<file path="src/rtl/lqf_pkg.sv">
// Package: shared types for the link quality flag block.
// Assumes: mode codes are fixed by the surrounding receiver.
package lqf_pkg;

    typedef enum logic [1:0] {
        MODE_FSK  = 2'b00,
        MODE_DPSK = 2'b01,
        MODE_QAM  = 2'b10,
        MODE_RSVD = 2'b11
    } lqf_mode_e;

    typedef enum logic [1:0] {
        ST_GOOD   = 2'b00,
        ST_TOGGLE = 2'b01,
        ST_LOST   = 2'b10
    } lqf_state_e;

endpackage

</file>
<file path="src/rtl/lqf_thr_cmp.sv">
// Module: lqf_thr_cmp
// Compares the error estimate against four compile-time limits in
// parallel and selects one result with the two-bit code.
// Assumes: limits are unsigned and fit in MSE_W bits; purely combinational.
module lqf_thr_cmp #(
    parameter int unsigned MSE_W  = 16,
    parameter int unsigned THR_E5 = 200,
    parameter int unsigned THR_E6 = 100,
    parameter int unsigned THR_E4 = 400,
    parameter int unsigned THR_E3 = 800
) (
    input  logic [MSE_W-1:0] mse_est,
    input  logic [1:0]       thr_sel,
    output logic             exceed
);
    localparam int unsigned NUM_THR = 4;

    // Limit table indexed by selector code.
    localparam logic [MSE_W-1:0] LIMIT_TAB [NUM_THR] = '{
        MSE_W'(THR_E5), MSE_W'(THR_E6), MSE_W'(THR_E4), MSE_W'(THR_E3)
    };

    logic [NUM_THR-1:0] over_vec;

    // One unsigned strict comparator per limit.
    for (genvar gi = 0; gi < NUM_THR; gi++) begin : g_cmp
        assign over_vec[gi] = (mse_est > LIMIT_TAB[gi]);
    end

    // Pick the comparator named by the selector.
    always_comb begin
        exceed = over_vec[thr_sel];
    end

endmodule

</file>
<file path="src/rtl/lqf_period_timer.sv">
// Module: lqf_period_timer
// Counts clock cycles while the toggling state is active and pulses a
// tick every PERIOD cycles. It clears on restart and whenever idle.
// Assumes: PERIOD >= 2.
module lqf_period_timer #(
    parameter int unsigned PERIOD = 40
) (
    input  logic clk,
    input  logic rst_n,
    input  logic restart,
    input  logic run,
    output logic tick
);
    localparam int unsigned CNT_W = (PERIOD > 1) ? $clog2(PERIOD) : 1;
    localparam logic [CNT_W-1:0] LAST = CNT_W'(PERIOD - 1);

    logic [CNT_W-1:0] cnt_q;

    // Tick on the final count of each period while running.
    always_comb begin
        tick = run && (cnt_q == LAST);
    end

    // Cycle counter: cleared on reset, on restart, when idle, and at wrap.
    always_ff @(posedge clk) begin
        if (!rst_n) begin
            cnt_q <= '0;
        end else if (restart || !run || tick) begin
            cnt_q <= '0;
        end else begin
            cnt_q <= cnt_q + 1'b1;
        end
    end

endmodule

</file>
<file path="src/rtl/lqf_state_ctl.sv">
// Module: lqf_state_ctl
// Chooses between the good, toggling and lost states from the mode,
// the convergence report and the compare result, and drives the flag.
// Assumes: tick only arrives while in the toggling state.
module lqf_state_ctl
    import lqf_pkg::*;
(
    input  logic       clk,
    input  logic       rst_n,
    input  logic [1:0] link_mode,
    input  logic       conv_lost,
    input  logic       exceed,
    input  logic       tick,
    output logic       restart,
    output logic       in_toggle,
    output logic       flag
);
    lqf_state_e state_q, state_d;
    lqf_mode_e  mode_w;
    logic       mode_ok;

    // Decode which modes carry a valid indicator.
    always_comb begin
        mode_w  = lqf_mode_e'(link_mode);
        mode_ok = (mode_w == MODE_DPSK) || (mode_w == MODE_QAM);
    end

    // Next state: gating first, then convergence loss, then the compare.
    always_comb begin
        if (!mode_ok) begin
            state_d = ST_GOOD;
        end else if (conv_lost) begin
            state_d = ST_LOST;
        end else if (exceed) begin
            state_d = ST_TOGGLE;
        end else begin
            state_d = ST_GOOD;
        end
    end

    // Status toward the timer.
    always_comb begin
        in_toggle = (state_q == ST_TOGGLE);
        restart   = (state_d == ST_TOGGLE) && (state_q != ST_TOGGLE);
    end

    // State and flag registers.
    always_ff @(posedge clk) begin
        if (!rst_n) begin
            state_q <= ST_GOOD;
            flag    <= 1'b0;
        end else begin
            state_q <= state_d;
            case (state_d)
                ST_LOST:   flag <= 1'b1;
                ST_TOGGLE: begin
                    if (state_q != ST_TOGGLE) begin
                        flag <= 1'b1;
                    end else if (tick) begin
                        flag <= ~flag;
                    end
                end
                default:   flag <= 1'b0;
            endcase
        end
    end

endmodule

</file>
<file path="src/rtl/lqf_top.sv">
// Module: lqf_top
// Link quality flag: a threshold compare, a state controller and a
// toggle period timer.
// Assumes: inputs synchronous to clk; TOGGLE_CYC >= 2.
module lqf_top #(
    parameter int unsigned MSE_W      = 16,
    parameter int unsigned TOGGLE_CYC = 40,
    parameter int unsigned THR_E5     = 200,
    parameter int unsigned THR_E6     = 100,
    parameter int unsigned THR_E4     = 400,
    parameter int unsigned THR_E3     = 800
) (
    input  logic             clk,
    input  logic             rst_n,
    input  logic [MSE_W-1:0] mse_est,
    input  logic [1:0]       thr_sel,
    input  logic [1:0]       link_mode,
    input  logic             conv_lost,
    output logic             quality_flag
);
    logic exceed_w;
    logic tick_w;
    logic restart_w;
    logic in_toggle_w;

    // Limit selection and compare.
    lqf_thr_cmp #(
        .MSE_W (MSE_W),
        .THR_E5(THR_E5),
        .THR_E6(THR_E6),
        .THR_E4(THR_E4),
        .THR_E3(THR_E3)
    ) u_cmp (
        .mse_est(mse_est),
        .thr_sel(thr_sel),
        .exceed (exceed_w)
    );

    // State and flag control.
    lqf_state_ctl u_ctl (
        .clk      (clk),
        .rst_n    (rst_n),
        .link_mode(link_mode),
        .conv_lost(conv_lost),
        .exceed   (exceed_w),
        .tick     (tick_w),
        .restart  (restart_w),
        .in_toggle(in_toggle_w),
        .flag     (quality_flag)
    );

    // Toggle period timer.
    lqf_period_timer #(
        .PERIOD(TOGGLE_CYC)
    ) u_tmr (
        .clk    (clk),
        .rst_n  (rst_n),
        .restart(restart_w),
        .run    (in_toggle_w),
        .tick   (tick_w)
    );

endmodule

</file>
<file path="config.mk">
export PLATFORM = sky130hd
export DESIGN_NAME = lqf_top
export DESIGN_NICKNAME = d
export VERILOG_FILES = /design/src/rtl/lqf_pkg.sv /design/src/rtl/lqf_thr_cmp.sv /design/src/rtl/lqf_period_timer.sv /design/src/rtl/lqf_state_ctl.sv /design/src/rtl/lqf_top.sv
export SDC_FILE = /design/constraint.sdc
export NUM_CORES = 1
export LEC_CHECK = 0
export BUFFER_PORTS_ARGS = -buffer_cell sky130_fd_sc_hd__buf_2
export CORE_UTILIZATION = 39
export DETAILED_ROUTE_END_ITERATION = 12
export PLACE_DENSITY = 0.74
export SETUP_SLACK_MARGIN = 0.15
export SYNTH_ARGS = -nofsm -noshare
export SYNTH_HDL_FRONTEND = slang
export SYNTH_SLANG_ARGS = --single-unit
</file>
<file path="constraint.sdc">
create_clock -name clk -period 1.3 [get_ports clk]
set_input_delay 0.13 -clock clk [delete_from_list [all_inputs] [get_ports clk]]
set_output_delay 0.13 -clock clk [all_outputs]
set_load 0.01 [all_outputs]
</file>
# --- Word-level counts from Yosys, hierarchy flattened ---
# Cells that the tools add are included.
classes:
  order_cmp: 5
  addsub: 1
  n_eq_ne: 8
  muxes: 8
  bitwise: 2
  reduce_logical: 7
ops:
  columns: ["op", "count"]
  rows:
  - ["> comparator 16 x 10 -> 1 bit, second input constant", 1]
  - ["> comparator 16 x 7 -> 1 bit, second input constant", 1]
  - ["> comparator 16 x 8 -> 1 bit, second input constant", 1]
  - ["> comparator 16 x 9 -> 1 bit, second input constant", 1]
  - ["adder 6 x 1 -> 6 bit, second input constant", 1]
  - ["equality test 2 x 1 -> 1 bit, second input constant", 3]
  - ["equality test 6 bit, second input constant", 1]
  - ["equality test 2 bit, second input constant", 2]
  - ["2-to-1 mux 1 bit", 4]
  - ["2-to-1 mux 2 bit", 2]
  - ["logical OR 1 bit", 3]
  - ["less-than comparator 2 x 3 -> 1 bit, second input constant", 1]
  - ["!= test 3 x 2 -> 1 bit, second input constant", 1]
  - ["binary-select mux 1 bit (select 2 bit)", 1]
  - ["logical AND 1 bit", 2]
  - ["!= test 2 x 1 -> 1 bit, second input constant", 1]
  - ["NOT 1 bit", 2]
  - ["case mux 1 bit (2 select lines)", 1]
  - ["OR reduction 2 bit", 1]
  - ["zero test 1 bit", 1]
word_totals:
  out_inout_bits: 1
  word_cells: 34
  input_bits: 23
  reg_bits: 9

# --- Depth between registers and ports, before layout ---
logic_depth:
  ltp_word: 11
  ltp_mapped: 5
  mapped_depth_nobuf: 5

# --- Hierarchy ---
# A second synthesis with hierarchy kept.
unflattened:
  hier_cells: 70
  area_unflattened_um2: 598.1
modules_own_cells:
  columns: ["mod", "area_per_inst_um2", "cells_per_inst", "seq_area_each_um2", "n_inst"]
  rows:
  - ["lqf_period_timer", 254.0, 27, 120.1, 1]
  - ["lqf_state_ctl", 188.9, 22, 60.1, 1]
  - ["lqf_thr_cmp", 155.1, 21, 0.0, 1]

# --- Worst setup path before layout ---
# No wires, ideal clock.
synth_path:
  path_type: "flip-flop to flip-flop"
  startpoint: "reg u_tmr.cnt_q[0]"
  endpoint: "reg u_ctl.flag"
  arrival_time_ns: 1.246
  setup_ns: 0.078
  path_buffers: 0
  stages_incl_launch_ff: 6
  synth_period_minus_slack_ns: 1.324
  required_time_ns: 1.222
  setup_slack_ns: -0.024
  cell_sequence: "dfxtp_1 > ha_1 > nand4b_1 > or2_1 > a211o_1 > nor3_1"
synth_between:
  elab_chain_cells: 3
synth_rtl:
  columns: ["item", "line_no", "rtl"]
  rows:
  - ["start: declaration", "lqf_period_timer.sv:17", "logic [CNT_W-1:0] cnt_q;"]
  - ["start signal: assignment", "lqf_period_timer.sv:31", "cnt_q <= cnt_q + 1'b1;"]
  - ["equality test 6 bit", "lqf_period_timer.sv:21", "tick = run && (cnt_q == LAST);"]
  - ["logical AND 1 bit", "lqf_period_timer.sv:21", null]
  - ["!= test 3 x 2 -> 1 bit (no line)", null, null]
  - ["end signal: assignment", "lqf_state_ctl.sv:60", "flag <= ~flag;"]
  - ["end: declaration", "lqf_state_ctl.sv:16", "output logic flag"]
# Every way passes these cells.
# A chain may end at the register's enable or synchronous reset.

# --- Worst setup path in the final report ---
layout_path:
  startpoint: "reg u_tmr.cnt_q[1]"
  endpoint: "reg u_ctl.flag"
# The elaborated chain is that of the path after synthesis.

==> impl_metrics.csv <==
group,metric,value,unit
synthesis,syn_nets,93,
routing,drt_drc_violations_left,0,
synthesis,post-synth-top-area-fraction,33.96,%
worst_setup_path,worst_setup_path_startpoint,"u_tmr.cnt_q[1]$_SDFF_PP0_",
cts,htree_num_levels,1,
power,peakVddDrop,0.5826,mV
cts,clock_sink_count,9,
timing,layout_min_cycle_time,1.306,ns
cells_and_area,antenna-diode-count,0,
synthesis,combinational_family_with_the_most_area_after_synthesis,"simple AND/OR/NAND/NOR gates",
timing,final.setup_skew,0.002137,ns
power,sequentialPowerShare,47.9,%
cts,tritoncts,"done",
worst_hold_path,worst_hold_path_type,"primary input to register",
flow_run,timing.max_cap.violations,0,
synthesis,synthXorXnorAreaFrac,8.255,%
power,p_per_area,770.5,nW/um2
synthesis,netlist_area_before_placement,530.5,um2
synthesis,synth_area_leader_cell,"sky130_fd_sc_hd__dfxtp_1",
cts,clockRootBuffer,"sky130_fd_sc_hd__clkbuf_4",
die,design.die.area,1512,um2
cts,cts_inserted_buffers,3,
synthesis,synth.distinct_cells,23,
power,p_leak,0.0003135,uW
worst_setup_path,critPathMaxFanout,2,
timing,finalSetupViolations,1,
timing,timing.slew.headroom,69.86,%
die,site_rows,12,
power,p_int,452.8,uW
synthesis,syn_avg_cell_area,7.689,um2
cells_and_area,area.growth.synth_to_final,46.93,%
timing,final.period_utilization,100.5,%
synthesis,synth_sequential_area_ratio,33.96,%
die,die_extent_in_x,38.88,um
global_routing,track_usage,21.13,%
placement,portBuffers,23,
worst_setup_path,crit_type,"register to register",
timing,minimum_hold_slack,0.1338,ns
cts,ctsHoldBuffers,0,
power,power.net_switching,147.7,uW
worst_setup_path,required_time_at_the_worst_slack_endpoint,1.49,ns
cts,insertion_delay,0.26,ns
timing,final_max_slew_viol_count,0,
worst_hold_path,holdCritStartpoint,"rst_n",
routing,detail_route.first_pass.iterations,4,
worst_setup_path,timing.critical_path.arrival,1.49,ns
worst_setup_path,worstSetupStartpointType,"register",
timing,worst-slew-pin-transition,0.4407,ns
run_status,violations,"setup timing",
synthesis,ys_warn_count,0,
power,combinational_fraction_of_design_power,16.9,%
routing,wl_per_cell,10.43,um
timing,maximum_frequency_from_static_timing_analysis,765.6,MHz
synthesis,flip_flop_and_latch_count_after_synthesis,9,
synthesis,synthSimpleGateAreaFrac,36.08,%
routing,drtIter0Drc,6,
routing,vias,602,
placement,dp_hpwl,955.3,um
cells_and_area,drive_gt1_share,40.78,%
timing,setup_ws,-0.006176,ns
synthesis,area_fraction_in_compound_gates_after_synthesis,17.22,%
routing,post_detailed_route_count_of_antenna_violating_nets,0,
global_routing,gr-total-overflow,0,
synthesis,post_synth_fa_ha_maj_area_fraction,2.358,%
global_routing,grt_first_pass_wirelength,2070,um
synthesis,ys_top_cells_by_area,"sky130_fd_sc_hd__dfxtp_1, sky130_fd_sc_hd__nor2_1, sky130_fd_sc_hd__nor3_1, sky130_fd_sc_hd__xor2_1, sky130_fd_sc_hd__a211oi_1",
cts,cts.path.max_buffers,2,
worst_setup_path,rr_startpoint,"u_tmr.cnt_q[1]$_SDFF_PP0_",
timing,grt_setup_unrepaired,"yes",
routing,detail_route.wirelength,1220,um
cts,clkTransAtPathRegs,0.06,ns
die,ioPinCount,24,
cells_and_area,fillers,112,
worst_setup_path,endpoint_kind,"register",
timing,final-hold-violation-count,0,
cells_and_area,util_after_layout,65.72,%
placement,place_congestion,0.8106,
power,netSwitchingFraction,24.60,%
die,core_area,1186,um2
synthesis,cell_count_after_synthesis,69,
die,start_util,44.73,%
global_routing,grt_antenna_before_repair,0,
power,pwr-share-clk,35.2,%
cells_and_area,post_layout_nets,128,
synthesis,synth_mux_area_share,0,%
routing,drt-vias-per-instance,5.145,
global_routing,grt_max_degree,7,
global_routing,first_global_vias,546,
die,chipHeight,38.88,um
run_status,outcome,"finished, violations left",
## path summary, 6_finish.rpt
path | to | slack, ns | depth (start not counted)
max | u_ctl.flag$_SDFFE_PN0P_ | -0.006 | 5
min | u_ctl.state_q[1]$_SDFF_PN0_ | 0.13 | 3
max reg2reg | u_ctl.flag$_SDFFE_PN0P_ | -0.006 | 5
min reg2reg | u_tmr.cnt_q[0]$_SDFF_PP0_ | 0.53 | 2
## registers in the layout, indices dropped and copies added (netlist names)
name and cells:
u_ctl.flag 1, u_ctl.state_q 2, u_tmr.cnt_q 6
## layout by cell type, fill, tap and decap left out, drive strengths merged
| cell | n |
|---|---|
| a211oi | 3 |
| inv | 3 |
| nand4b | 2 |
| nand3b | 2 |
| nand2b | 1 |
| nand2 | 5 |
| xor2 | 3 |
| nor3 | 7 |
| o221ai | 1 |
| a21boi | 1 |
| or2 | 1 |
| nand3 | 4 |
| a2111oi | 2 |
| o22ai | 1 |
| xnor2 | 2 |
| nor4 | 1 |
| o21ai | 4 |
| a211o | 1 |
| clkbuf | 4 |
| dfxtp | 9 |
| nor4b | 1 |
| ha | 1 |
| nor2 | 13 |
| buf | 30 |
| or3b | 1 |
## cell usage after synthesis, drive strengths merged
library cell  instances
nor2                 13
dfxtp                 9
nor3                  7
nand2                 5
nand3                 4
o21ai                 4
a211oi                3
inv                   3
xor2                  3
a2111oi               2
nand3b                2
nand4b                2
xnor2                 2
a211o                 1
a21boi                1
ha                    1
nand2b                1
nor4                  1
nor4b                 1
o221ai                1
o22ai                 1
or2                   1
or3b                  1
## metrics by stage
stage	std cells	total power (uW)	instance area [um2]	TNS (ns)	setup WS, ns
final	117	600.6	779.5	-0.006176	-0.006176
after global routing	117	639.7	779.5	-0.1718	-0.04732
after CTS	117	604.1	763.2	-0.02336	-0.02336
after detailed placement	109	387.0	700.7	-0.1850	-0.06412
after global placement	109	384.8	700.7	-0.03224	-0.03224
after floorplan	69	332.6	545.5	0	0.03963
## critical path, stage by stage (launching register included)
cell and delay, ns:
sky130_fd_sc_hd__dfxtp_2 0.35, sky130_fd_sc_hd__ha_4 0.13, sky130_fd_sc_hd__nand4b_1 0.11, sky130_fd_sc_hd__or2_1 0.26
sky130_fd_sc_hd__a211o_1 0.27, sky130_fd_sc_hd__nor3_1 0.12
## power groups by stage
stage          Sequential, uW  Clock [uW]  Combinational, uW
3_3_place_gp              293           0               91.6
4_1_cts                   287         219               98.1
6_report                  288         211                102
3_5_place_dp              294           0               93.2
5_1_grt                   289         235                116
2_1_floorplan             294           0               38.5
## layer usage
layer / part of all wire [%] / routed length [um] / up-vias / global-route usage, %
li1: - / - / 322 / -
met1: 49 / 594 / 249 / 24.30
met2: 41 / 502 / 27 / 32.50
met3: 8.4 / 103 / 4 / 8.671
met4: 1.6 / 19 / 0 / 12.07
met5: 0 / 0 / - / 0
## timing repair
action | 4_1_cts | 5_1_grt
endpoints found under the setup margin | 7 | 8
gates resized for setup | 1 | 6
setup buffers | 4 | 0
pin swaps | 5 | 3
## cells by family after synthesis
| family | Yosys count |
|---|---|
| buffers and inverters | 3 |
| AND/OR/NAND/NOR | 38 |
| adder cells (fa/ha/maj) | 1 |
| flip-flops | 9 |
| AO/OA/AOI/OAI | 13 |
| XOR/XNOR | 5 |
## layout make-up
| type | instances | area [um2] | share of cell area (%) |
|---|---|---|---|
| Clock buffer | 4 | 26.28 | 3.371 |
| Inverter | 3 | 11.26 | 1.445 |
| Multi-Input combinational cell | 57 | 370.4 | 47.51 |
| Sequential cell | 9 | 182.7 | 23.43 |
| Tap cell | 14 | 17.52 | 2.247 |
| Timing Repair Buffer | 30 | 171.4 | 21.99 |
(Power assumes the default switching activity.)
